**config.mk**
```make
export PLATFORM = sky130hd
export DESIGN_NAME = row_drive_timer
export DESIGN_NICKNAME = d
export VERILOG_FILES = /design/src/rtl/rdt_pkg.sv /design/src/rtl/rdt_edge_det.sv /design/src/rtl/rdt_down_counter.sv /design/src/rtl/rdt_row_seq.sv /design/src/rtl/row_drive_timer.sv
export SDC_FILE = /design/constraint.sdc
export NUM_CORES = 1
export LEC_CHECK = 0
export BUFFER_PORTS_ARGS = -buffer_cell sky130_fd_sc_hd__buf_2
export CAP_MARGIN = 5
export CORE_UTILIZATION = 49
export DETAILED_ROUTE_END_ITERATION = 6
export PLACE_DENSITY = 0.83
export SYNTH_ARGS = -nofsm -noshare
export SYNTH_HDL_FRONTEND = slang
export SYNTH_SLANG_ARGS = --single-unit
```
**constraint.sdc**
```tcl
create_clock -name clk -period 1.7 [get_ports clk]
set_input_delay 0.34 -clock clk [delete_from_list [all_inputs] [get_ports clk]]
set_output_delay 0.34 -clock clk [all_outputs]
set_load 0.03 [all_outputs]
```
**src/rtl/rdt_pkg.sv**
```systemverilog
// Shared types and helpers for the row driver timing generator.
// Assumes settings are small unsigned codes scaled by a fixed unit.
package rdt_pkg;

    typedef enum logic [1:0] {
        ST_IDLE  = 2'd0,
        ST_GUARD = 2'd1,
        ST_OE    = 2'd2
    } rdt_state_e;

    // Number of cycles selected by a code: (code + 1) * unit.
    function automatic int scaled_len(input int code, input int unit);
        return (code + 1) * unit;
    endfunction

endpackage

```
**src/rtl/rdt_edge_det.sv**
```systemverilog
// Single-bit edge detector. RISE=1 flags a low-to-high change, RISE=0 a
// high-to-low change, between two consecutive rising clock edges.
// Assumes the input is already synchronous to clk.
module rdt_edge_det #(
    parameter bit RISE = 1'b1
) (
    input  logic clk,
    input  logic rst_n,
    input  logic sig,
    output logic pulse
);

    logic sig_q;

    // Remember the value sampled at the previous edge.
    always_ff @(posedge clk) begin
        if (!rst_n) sig_q <= 1'b0;
        else        sig_q <= sig;
    end

    generate
        if (RISE) begin : g_rise
            // Flag a rising change.
            assign pulse = sig & ~sig_q;
        end else begin : g_fall
            // Flag a falling change.
            assign pulse = ~sig & sig_q;
        end
    endgenerate

endmodule

```
**src/rtl/rdt_down_counter.sv**
```systemverilog
// Loadable down-counter that saturates at zero and reports zero.
// Assumes load has priority over decrement.
module rdt_down_counter #(
    parameter int W = 5
) (
    input  logic         clk,
    input  logic         rst_n,
    input  logic         load,
    input  logic [W-1:0] load_val,
    input  logic         dec,
    output logic         is_zero
);

    logic [W-1:0] cnt;

    // Load, count down, or hold.
    always_ff @(posedge clk) begin
        if (!rst_n)                      cnt <= '0;
        else if (load)                   cnt <= load_val;
        else if (dec && (cnt != '0))     cnt <= cnt - 1'b1;
    end

    assign is_zero = (cnt == '0);

    // the count holds when neither loaded nor decremented.
    p_cnt_hold_r2: assert property (@(posedge clk) disable iff (!rst_n)
        (!load && !dec) |=> $stable(cnt));

    // a decrement never wraps from zero.
    p_cnt_no_wrap_r2: assert property (@(posedge clk) disable iff (!rst_n)
        (!load && dec && cnt == '0) |=> (cnt == '0));

endmodule

```
**src/rtl/rdt_row_seq.sv**
```systemverilog
// Row sequencer: turns line-end and frame-start events into a guard
// interval, then a strobe/shift pulse and a row enable window.
// Assumes one line-end event per cycle at most; queue depth is one.
module rdt_row_seq
    import rdt_pkg::*;
#(
    parameter int GUARD_W    = 3,
    parameter int OE_W       = 2,
    parameter int GUARD_UNIT = 4,
    parameter int OE_UNIT    = 8
) (
    input  logic               clk,
    input  logic               rst_n,
    input  logic               line_end,
    input  logic               frame_rise,
    input  logic [GUARD_W-1:0] guard_sel,
    input  logic [OE_W-1:0]    oe_sel,
    output logic               row_start,
    output logic               row_clk,
    output logic               row_oe,
    output logic               col_strobe
);

    localparam int GUARD_MAX = (2 ** GUARD_W) * GUARD_UNIT;
    localparam int OE_MAX    = (2 ** OE_W) * OE_UNIT;
    localparam int LEN_MAX   = (GUARD_MAX > OE_MAX) ? GUARD_MAX : OE_MAX;
    localparam int CNT_W     = (LEN_MAX > 2) ? $clog2(LEN_MAX) : 1;

    rdt_state_e       state, state_nx;
    logic             cnt_load, cnt_dec, cnt_zero;
    logic [CNT_W-1:0] cnt_val;
    logic [OE_W-1:0]  oe_cap;
    logic             cap_en;
    logic             pend, pend_nx;
    logic             first_pend;
    logic             fire;
    logic [CNT_W-1:0] guard_load, oe_load;

    // Counter reload values derived from the settings.
    assign guard_load = CNT_W'(scaled_len(int'(guard_sel), GUARD_UNIT) - 1);
    assign oe_load    = CNT_W'(scaled_len(int'(oe_cap), OE_UNIT) - 1);

    rdt_down_counter #(.W(CNT_W)) u_cnt (
        .clk      (clk),
        .rst_n    (rst_n),
        .load     (cnt_load),
        .load_val (cnt_val),
        .dec      (cnt_dec),
        .is_zero  (cnt_zero)
    );

    // Next-state, counter control and queue update.
    always_comb begin
        state_nx = state;
        cnt_load = 1'b0;
        cnt_dec  = 1'b0;
        cnt_val  = guard_load;
        cap_en   = 1'b0;
        fire     = 1'b0;
        pend_nx  = pend;
        unique case (state)
            ST_IDLE: begin
                if (line_end || pend) begin
                    state_nx = ST_GUARD;
                    cnt_load = 1'b1;
                    cap_en   = 1'b1;
                    pend_nx  = 1'b0;
                end
            end
            ST_GUARD: begin
                if (line_end) pend_nx = 1'b1;
                if (cnt_zero) begin
                    state_nx = ST_OE;
                    cnt_load = 1'b1;
                    cnt_val  = oe_load;
                    fire     = 1'b1;
                end else begin
                    cnt_dec = 1'b1;
                end
            end
            ST_OE: begin
                if (line_end) begin
                    state_nx = ST_GUARD;
                    cnt_load = 1'b1;
                    cap_en   = 1'b1;
                end else if (cnt_zero) begin
                    if (pend) begin
                        state_nx = ST_GUARD;
                        cnt_load = 1'b1;
                        cap_en   = 1'b1;
                        pend_nx  = 1'b0;
                    end else begin
                        state_nx = ST_IDLE;
                    end
                end else begin
                    cnt_dec = 1'b1;
                end
            end
            default: state_nx = ST_IDLE;
        endcase
    end

    // State, queue flag and captured enable width.
    always_ff @(posedge clk) begin
        if (!rst_n) begin
            state  <= ST_IDLE;
            pend   <= 1'b0;
            oe_cap <= '0;
        end else begin
            state <= state_nx;
            pend  <= pend_nx;
            if (cap_en) oe_cap <= oe_sel;
        end
    end

    // Frame-start arming: set by a frame edge, consumed by a strobe.
    always_ff @(posedge clk) begin
        if (!rst_n) first_pend <= 1'b0;
        else        first_pend <= frame_rise | (first_pend & ~fire);
    end

    // Registered one-cycle output pulses.
    always_ff @(posedge clk) begin
        if (!rst_n) begin
            col_strobe <= 1'b0;
            row_clk    <= 1'b0;
            row_start  <= 1'b0;
        end else begin
            col_strobe <= fire;
            row_clk    <= fire;
            row_start  <= fire & first_pend;
        end
    end

    assign row_oe = (state == ST_OE);

    // the strobe opens the enable window.
    p_strobe_in_oe_r4: assert property (@(posedge clk) disable iff (!rst_n)
        col_strobe |-> row_oe);

    // the strobe lasts a single cycle.
    p_strobe_single_r3: assert property (@(posedge clk) disable iff (!rst_n)
        col_strobe |=> !col_strobe);

    // row start only rides on a shift pulse.
    p_start_on_clk_r6: assert property (@(posedge clk) disable iff (!rst_n)
        row_start |-> row_clk);

    // a line end during the enable window turns the row off next cycle.
    p_line_end_cuts_oe_r7: assert property (@(posedge clk) disable iff (!rst_n)
        (line_end && row_oe) |=> !row_oe);

    // a queued line is served when the enable window completes.
    p_queue_served_r8: assert property (@(posedge clk) disable iff (!rst_n)
        (state == ST_OE && cnt_zero && pend && !line_end) |=> (state == ST_GUARD));

endmodule

```
**src/rtl/row_drive_timer.sv**
```systemverilog
// Top of the row driver timing generator. Detects line ends on the data
// enable and frame starts on vertical sync, then hands them to the
// sequencer. Assumes all inputs are synchronous to the pixel clock.
module row_drive_timer #(
    parameter int GUARD_W    = 3,
    parameter int OE_W       = 2,
    parameter int GUARD_UNIT = 4,
    parameter int OE_UNIT    = 8
) (
    input  logic               clk,
    input  logic               rst_n,
    input  logic               line_de,
    input  logic               frame_sync,
    input  logic [GUARD_W-1:0] guard_sel,
    input  logic [OE_W-1:0]    oe_sel,
    output logic               row_start,
    output logic               row_clk,
    output logic               row_oe,
    output logic               col_strobe
);

    logic line_end;
    logic frame_rise;

    rdt_edge_det #(.RISE(1'b0)) u_de_fall (
        .clk   (clk),
        .rst_n (rst_n),
        .sig   (line_de),
        .pulse (line_end)
    );

    rdt_edge_det #(.RISE(1'b1)) u_vs_rise (
        .clk   (clk),
        .rst_n (rst_n),
        .sig   (frame_sync),
        .pulse (frame_rise)
    );

    rdt_row_seq #(
        .GUARD_W    (GUARD_W),
        .OE_W       (OE_W),
        .GUARD_UNIT (GUARD_UNIT),
        .OE_UNIT    (OE_UNIT)
    ) u_seq (
        .clk        (clk),
        .rst_n      (rst_n),
        .line_end   (line_end),
        .frame_rise (frame_rise),
        .guard_sel  (guard_sel),
        .oe_sel     (oe_sel),
        .row_start  (row_start),
        .row_clk    (row_clk),
        .row_oe     (row_oe),
        .col_strobe (col_strobe)
    );

    // shift pulse and strobe are never apart.
    p_clk_with_strobe_r5: assert property (@(posedge clk) disable iff (!rst_n)
        row_clk == col_strobe);

endmodule

```
# Yosys cells after proc, flatten, opt, wreduce, memory -nomap -nowiden
# Cells that the tools add are included.
word_totals:
  register_bits: 15
  output_inout_bits: 4
classes:
  add_sub_neg: 5
  n_eq_ne: 8
  mux: 26
  bitwise: 8
  reduce_logical: 9
ops:
  columns: ["op", "n"]
  rows:
  - ["$mux 5", 4]
  - ["$mux 1", 13]
  - ["$sub 5x2->5 const B", 2]
  - ["$mux 2", 4]
  - ["$ne 2x1->1 const B", 4]
  - ["$pmux 1 s3", 2]
  - ["$pmux 2 s3", 1]
  - ["$logic_not 5->1", 1]
  - ["$reduce_and 5->1", 1]
  - ["$reduce_bool 5->1", 1]
  - ["$sub 5x1->5 const B", 1]
  - ["$and 1x1->1", 4]
  - ["$pmux 1 s2", 2]
  - ["$add 3x1->3 const B", 1]
  - ["$ne 3x1->1 const B", 1]
  - ["$not 1->1", 3]
  - ["$reduce_and 3->1", 1]
  - ["$reduce_bool 3->1", 1]
  - ["$add 2x1->2 const B", 1]
  - ["$eq 2x1->1 const B", 1]
  - ["$eq 2x2->1 const B", 1]
  - ["$logic_not 2->1", 1]
  - ["$ne 2x2->1 const B", 1]
  - ["$reduce_bool 2->1", 1]
  - ["3 further kinds", 3]

# Depth between registers and ports, before layout
# Gate-level depths: netlist of the first run.
depth:
  ltp_word: 7
  depth_mapped: 8
  ltp_nobuf: 7

# Modules after synthesis
# A second synthesis of the first run with hierarchy kept.
unflattened:
  cells_unflattened: 106
  hier_area_um2: 890.9
by_module_without_submodules:
  columns: ["mod", "n_inst", "cells_each", "area_per_inst_um2", "seq_area_each_um2"]
  rows:
  - ["rdt_row_seq", 1, 63, 515.5, 160.2]
  - ["rdt_down_counter", 1, 37, 299.0, 100.1]
  - ["rdt_edge_det at u_vs_rise", 1, 3, 40.0, 20.0]
  - ["rdt_edge_det at u_de_fall", 1, 3, 36.3, 20.0]

# Worst setup path before layout of the first run
# Ideal clock, no wire load.
synth_timing:
  path_type: "flip-flop to flip-flop"
  start: "register u_seq.state[0]"
  end: "register u_seq.u_cnt.cnt[2]"
  arrival_time_ps: 1827
  required_ps: 1630
  slack_ps: -197
  stages_incl_launch_ff: 8
  n_path_buf: 0
  path_cell_list: "dfxtp_1 -> inv_1 -> ha_1 -> or2_1 -> o2111a_1 -> a311oi_2 -> o31ai_1 -> a21oi_1"
synth_between:
  elab_chain_len: 4
  word_cells_on_any_way: 9
  classes_between: "eq/ne: 2; mux: 4; reduce/logical: 3"
synth_rtl:
  columns: ["item", "line_no", "text"]
  rows:
  - ["start, declared", "rdt_row_seq.sv:29", "rdt_state_e state, state_nx;"]
  - ["start signal, assigned", "rdt_row_seq.sv:110", "state <= state_nx;"]
  - ["$eq 2x2->1 *", null, null]
  - ["net row_oe", "row_drive_timer.sv:18", "output logic row_oe,"]
  - ["$pmux 1 s2", "rdt_row_seq.sv:61", "unique case (state)"]
  - ["$logic_and 1x1->1", "rdt_down_counter.sv:20", "else if (dec && (cnt != '0)) cnt <= cnt - 1'b1;"]
  - ["$reduce_bool 2->1 (no line)", null, null]
  - ["end signal, assigned", "rdt_down_counter.sv:19", "else if (load) cnt <= load_val;"]
  - ["end signal, assigned", "rdt_down_counter.sv:20", null]
  - ["end, declared", "rdt_down_counter.sv:14", "logic [W-1:0] cnt;"]
# Mark *: on every way through the listed nets, which the timed path passes. The rest lies on a longest branch.
# A chain may end at the register's enable or synchronous reset.

# Worst setup path after layout of the first run
layout_timing:
  start: "register u_seq.state[1]"
  end: "register u_seq.u_cnt.cnt[4]"
layout_between:
  elab_chain_len: 4
  word_cells_on_any_way: 9
  classes_between: "eq/ne: 2; mux: 4; reduce/logical: 3"
layout_rtl:
  columns: ["item", "line_no"]
  rows:
  - ["$eq 2x2->1 or $eq 2x1->1 (tied branches)", "rdt_row_seq.sv:61"]
  - ["$pmux 1 s2", "rdt_row_seq.sv:61"]
  - ["$logic_and 1x1->1", "rdt_down_counter.sv:20"]
  - ["$reduce_bool 2->1 (no line)", null]
# Several ways; a longest one is shown, not always the timed one.

==> results of run 1 <==
-- synthesized netlist by cell type (all sizes together), types with 2 or more instances --
library cell  number
a21oi              5
buf                2
mux2               2
o21ai              9
xnor2              5
nand2              8
ha                 8
nor2b              4
dfxtp             15
inv                5
a21boi             5
and2               4
nor2               6
nor3               4
-- critical path, delay by kind of cell (launching register included) --
family | cells | cell delay, ns
adders and majority gates | 1 | 0.17
buffers and inverters | 2 | 0.32
DFF | 1 | 0.35
AOI/OAI and AO/OA | 3 | 0.59
and+or+nand+nor | 1 | 0.22
-- repair_timing --
action | CTS | global route
hold endpoints to repair | 0 | 0
endpoints found under the setup margin | 5 | 8
pin swaps | 4 | 7
setup buffers | 2 | 8
resized for setup | 7 | 20
-- registers in the layout, summed over array words and instances (netlist names) --
| name | count |
|---|---|
| u_de_fall.sig_q | 1 |
| u_seq.row_start | 1 |
| u_seq.oe_cap | 2 |
| u_seq.u_cnt.cnt | 5 |
| u_seq.state | 2 |
| u_vs_rise.sig_q | 1 |
| u_seq.row_clk | 1 |
| u_seq.first_pend | 1 |
| u_seq.pend | 1 |
-- kinds of logic after synthesis --
family	count (synthesis)
compound gates	24
simple gates	35
xor+xnor	5
buf+inv	8
flops	15
mux	3
fa+ha+maj	8
-- power breakdown --
group	total (mW)	internal [mW]	switching, mW
Clock	0.205	0.0873	0.117
Combinational	0.707	0.359	0.349
Sequential	0.452	0.404	0.0477
Total	1.36	0.850	0.514
-- worst max-delay path by stage --
stage                         end  slack, ns               start  cells after the start
2_1_floorplan  u_seq.u_cnt.cnt[2]      0.007      u_seq.state[0]                      7
3_3_place_gp   u_seq.u_cnt.cnt[3]      -0.03      u_seq.state[1]                      6
3_5_place_dp   u_seq.u_cnt.cnt[0]      -0.09      u_seq.state[0]                      7
4_1_cts        u_seq.u_cnt.cnt[4]      -0.04  u_seq.u_cnt.cnt[0]                      8
5_1_grt        u_seq.u_cnt.cnt[4]       -0.1  u_seq.u_cnt.cnt[1]                      8
6_report       u_seq.u_cnt.cnt[4]      -0.06      u_seq.state[1]                      7
-- routing by layer --
| layer | part of all wire | up-vias | GRT usage |
|---|---|---|---|
| met5 | 0 | - | 0 |
| met4 | 0.017 | 0 | 0.006061 |
| met3 | 0.028 | 4 | 0.06800 |
| met2 | 0.55 | 21 | 0.3794 |
| met1 | 0.40 | 400 | 0.2258 |
| li1 | - | 418 | - |
-- stage by stage --
| stage | hold WS (ns) | setup TNS (ns) | utilization |
|---|---|---|---|
| detailed placement | 0.4507 | -0.3011 | 0.6471 |
| CTS | 0.2749 | -0.06213 | 0.6899 |
| floorplan | 0.4301 | 0 | - |
| finish | 0.2857 | -0.2118 | 0.7507 |
| global route | 0.2753 | -0.4024 | 0.7507 |
| global placement | 0.4438 | -0.09022 | 0.6471 |
-- final cells by class --
| cell class | instances | area share |
|---|---|---|
| clock buffers | 3 | 0.01737 |
| multi-input cells | 75 | 0.5077 |
| repair buffers | 37 | 0.1969 |
| clock inverters | 1 | 0.003861 |
| inverters | 5 | 0.01448 |
| well taps | 25 | 0.02413 |
| flip-flops and latches | 15 | 0.2355 |
==> impl_metrics.yaml, run 1 <==
finish:
  seq_area_um2: 305.3
  final_cell_mix: "buf_4, buf_2, dfxtp_1"
  synthToLayoutAreaGrowth_pct: 44.49
  multi_input_area_um2: 658.1
  layout_commonest_cell: "buf_4"
  final-instance-count-excl-fill: 161
  nNetsFinal: 154
  fillers: 124
  antenna_cells: 0
  drive_above_1_share: 0.5294
  fin_area_um2: 1296
route:
  drt_iter0_markers: 17
  vias_per_cell: 5.236
  firstDrtPassIters: 4
  drc: 0
  wl_um: 2360
  vias: 843
  wire_per_inst_um: 14.66
  drtAntennaViolNets: 0
timing:
  finClkSkew_ns: 0.004501
  slew_violations: 0
  finalHoldViolCount: 0
  worst_pin_slew_ns: 0.4207
  post-route-period-util: 1.034
  rsz0062_at_grt: "true"
  slew_headroom: 0.7165
  finalSetupViolCount: 5
  period_needed_ns: 1.757
  setup_ws_ns: -0.05744
  fmax_mhz: 569.0
run:
  drv_cap: 0
synthesis:
  synth.yosys.seq_area_share: 0.3347
  ys_types: 37
  yosys.area_share.adder: 0.1116
  synth_mux_area_frac: 0.04045
  syn_nets: 115
  yosys_register_bits: 15
  synth_area_um2: 897.1
  yosys.area_share.simple: 0.2371
  synthCells: 98
  yosys_most_used_dff: "dfxtp_1"
  synth_area_leaders: "dfxtp_1, ha_1, xnor2_1"
  synth-compound-area-share: 0.1813
  ys_async_sr_fraction: 0
  postSynthAreaPerCell_um2: 9.154
  synthXorXnorAreaFrac: 0.04881
  synth_top_family_by_area: "simple AND/OR/NAND/NOR gates"
  yosys.area.top_type: "dfxtp_1"
  ys_warn_count: 0
  yosys.area.top_type_share: 0.3347
  synth_enable_flop_cells: 0
worst_setup_path:
  end_kind: "flip-flop"
  critPathArrivalTime_ns: 1.93
  path_cells: "buf_6 > ha_4 > or2_1 > o2111a_1 > a311oi_4 > buf_4 > a21oi_2"
  max_stage_delay_ns: 0.36
  cp.required_ns: 1.87
  r2r_cells: 7
  cp_max_fo: 6
  path_class: "flip-flop to flip-flop"
  startpoint_type: "flip-flop"
  r2r_slack_ns: -0.06
  r2r_start: "u_seq.state[1]"
  cpMaxStageDelayCell: "a311oi_4"
  worst_r2r_endpoint: "u_seq.u_cnt.cnt[4]"
power_and_ir_drop:
  power.leakage_nw: 0.5484
  power.ir.vdd_worst_uv: 570.8
  powerDensity_nw_per_um2: 1052
  power_mw: 1.364
place:
  place.port_buffers: 12
  gp_congestion: 0.8649
  dp_hpwl_um: 1423
  dp_slack_ns: -0.09385
  place_inst: 148
  placed_area_um2: 1117
die:
  dieArea_um2: 2006
  io_pins: 13
  rows: 15
  core_area_um2: 1727
  die_x_um: 44.79
  chipHeight_um: 44.79
  initial_core_util: 0.5196
grt:
  track_usage: 0.1995
  grt_pass1_vias: 722
  antenna_found_initial: 0
  grt_pass1_wl_um: 2967
  grt_max_degree: 15
  grt_overflow: 0
min_path:
  min_path_cells: 2
  worstHoldPathType: "input port to flip-flop"
  hold_end: "u_de_fall.sig_q"
  min-delay-start: "line_de"
cts:
  holdBufCountCts: 0
  cts.sinks: 15
  cts_root_buffer: "clkbuf_4"
  cts.clk_slew.worst_paths_ns: 0.09
  clk_latency_ns: 0.28
  cts-htree-levels: 1
  cts_tree: "built"
  cts_buffers: 3
  clockBufferDepth: 2
run_status:
  status: "complete, but fails checks"
  violations: "negative setup slack"
No activity file was read; power rests on OpenSTA's default activity.
==> run 2: changes to the inputs <==
Settings changed: SYNTH_HIERARCHICAL from default to 1.
==> impl_metrics.yaml, run 2 <==
run_status:
  status: "complete, but fails checks"
  violations: "negative setup slack"
route:
  wl_met2_um: 1723
  firstDrtPassIters: 4
  vias: 944
  drtAntennaViolNets: 0
  m1WireLength_um: 1076
  wire_per_inst_um: 16.63
  drt_iter0_markers: 20
  vias_per_cell: 5.333
  wl_met3_um: 76
  top_layer: "met4"
  wl_um: 2944
  drc: 0
worst_setup_path:
  worst_r2r_endpoint: "u_seq/u_cnt/cnt[3]"
  cp_max_fo: 4
  path_class: "flip-flop to flip-flop"
  cp.required_ns: 1.93
  startpoint_type: "flip-flop"
  r2r_cells: 10
  end_kind: "flip-flop"
  critPathArrivalTime_ns: 2.30
  r2r_slack_ns: -0.36
  r2r_start: "u_seq/u_cnt/cnt[0]"
finish:
  nNetsFinal: 170
  fillers: 103
  synthToLayoutAreaGrowth_pct: 60.39
  drive_above_1_share: 0.5921
  antenna_cells: 0
  largest_reg_flops: 5
  layout_commonest_cell: "buf_4"
  regMostFlops: "u_seq/u_cnt/cnt"
  largestRegisters: "u_seq/u_cnt/cnt x5, u_seq/oe_cap x2, u_seq/state x2"
  final_util: 0.8366
  final_cell_mix: "buf_4, buf_2, dfxtp_1"
synthesis:
  synthCells: 106
  ys_types: 37
  postSynthAreaPerCell_um2: 8.404
  yosys_most_used_dff: "dfxtp_1"
  ys_warn_count: 6
  netlist_top_cells_count: "dfxtp_1, nand2_1, o21ai_0"
  yosys.area.top_type: "dfxtp_1"
  ys_async_sr_fraction: 0
  synth.yosys.seq_area_share: 0.3371
  yosys.area.top_type_share: 0.3371
  yosys_register_bits: 15
  synth_area_leaders: "dfxtp_1, ha_1, o21ai_0"
  synth_most_common_cell: "dfxtp_1"
  synth_enable_flop_cells: 0
  synth_area_um2: 890.9
cts:
  cts_buffers: 3
  cts_root_buffer: "clkbuf_4"
  clockBufferDepth: 2
  cts.clk_slew.worst_paths_ns: 0.11
  clk_latency_ns: 0.31
  cts.sinks: 15
  holdBufCountCts: 0
  cts_tree: "built"
  cts-htree-levels: 1
place:
  gp_congestion: 0.8743
  place.port_buffers: 12
  dp_hpwl_um: 1662
timing:
  finalHoldViolCount: 0
  rsz0062_at_grt: "true"
  setup_ws_ns: -0.3649
  finalSetupViolCount: 9
  fmax_mhz: 484.3
  slew_violations: 0
  finalSetupTns_ns: -2.346
  finClkSkew_ns: 0.009757
  period_needed_ns: 2.065
  post-route-period-util: 1.215
run:
  drv_cap: 0
grt:
  grt_overflow: 0
  grt_max_degree: 22
  antenna_found_initial: 0
  grt_pass1_vias: 965
  grt_pass1_wl_um: 4326
  track_usage: 0.3092
min_path:
  min_path_cells: 2
  hold_end: "u_de_fall/sig_q"
  min-delay-start: "line_de"
  worstHoldPathType: "input port to flip-flop"
power_and_ir_drop:
  powerDensity_nw_per_um2: 825.8
  power.leakage_nw: 0.6210
  power.ir.vdd_worst_uv: 693.8
die:
  chipHeight_um: 44.64
  initial_core_util: 0.5216
  rows: 15
  die_x_um: 44.64
  dieArea_um2: 1993
  core_area_um2: 1708
  io_pins: 13
-- run 2: metrics by stage --
stage / hold WS [ns] / worst slack, ns / cell area (um2) / cells / power [mW]
final: 0.2443 / -0.3649 / 1429 / 177 / 1.180
after global routing: 0.2335 / -0.4211 / 1429 / 177 / 1.242
after CTS: 0.2489 / -0.3858 / 1336 / 175 / 1.125
after detailed placement: 0.4610 / -0.4510 / 1164 / 162 / 0.7415
after global placement: 0.4395 / -0.2374 / 1164 / 162 / 0.7185
after floorplan: 0.4301 / -0.2597 / 933.4 / 107 / 0.5996
-- run 2: layer usage --
layer | up-vias | GRT usage
met3 | 8 | 0.08163
met4 | 0 | 0.1394
met1 | 458 | 0.2963
li1 | 460 | -
met2 | 18 | 0.6029
met5 | - | 0
-- run 2: cells by family (layout without fill, tap and decap cells) --
logic type | after synthesis | count (layout) | share of synthesized area
compound gates | 26 | 26 | 0.1826
mux | 3 | 3 | 0.03511
other cells | 1 | 2 | 0.004209
xor+xnor | 1 | 1 | 0.009833
fa+ha+maj | 8 | 8 | 0.1124
simple gates | 40 | 40 | 0.2626
buf+inv | 12 | 57 | 0.05618
flops | 15 | 15 | 0.3371
-- run 2: worst max-delay path by stage --
stage,start,to,slack [ns],cells after the start
final,u_seq/u_cnt/cnt[0],u_seq/u_cnt/cnt[3],-0.36,10
after detailed placement,u_seq/u_cnt/cnt[0],u_seq/u_cnt/cnt[3],-0.45,10
after global placement,u_seq/u_cnt/cnt[0],u_seq/u_cnt/cnt[3],-0.24,10
after floorplan,u_seq/u_cnt/cnt[0],u_seq/u_cnt/cnt[3],-0.26,10
after global routing,u_seq/u_cnt/cnt[0],u_seq/oe_cap[0],-0.42,13
after CTS,u_seq/u_cnt/cnt[0],u_seq/u_cnt/cnt[3],-0.39,10
-- run 2: where the power goes --
part           internal [mW]  switching [mW]
registers              0.380          0.0180
logic                  0.288           0.259
clock network         0.0902           0.145
-- run 2: repair_timing --
action	4_1_cts	5_1_grt
setup endpoints to repair	10	13
pin swaps	9	11
buffers inserted	10	5
endpoints found under the hold margin	0	0
resized for setup	23	24
-- run 2: final cells by class --
type                            count  area [um2]  area share
Timing Repair Buffer               44       329.1      0.2303
Inverter                            9       38.79     0.02715
Tap cell                           25       31.28     0.02189
Clock inverter                      1       7.507    0.005254
Multi-Input combinational cell     80       694.4      0.4860
Clock buffer                        3       22.52     0.01576
Sequential cell                    15       305.3      0.2137
-- run 2: critical path: stages, from the launching register on --
cell and delay, ns:
dfxtp_2 0.35, inv_2 0.05, ha_4 0.15, or4b_4 0.22, clkinv_4 0.06, inv_2 0.05, o21a_1 0.14, and2_4 0.15
or4b_4 0.48, o21ai_2 0.14, nor3b_2 0.20
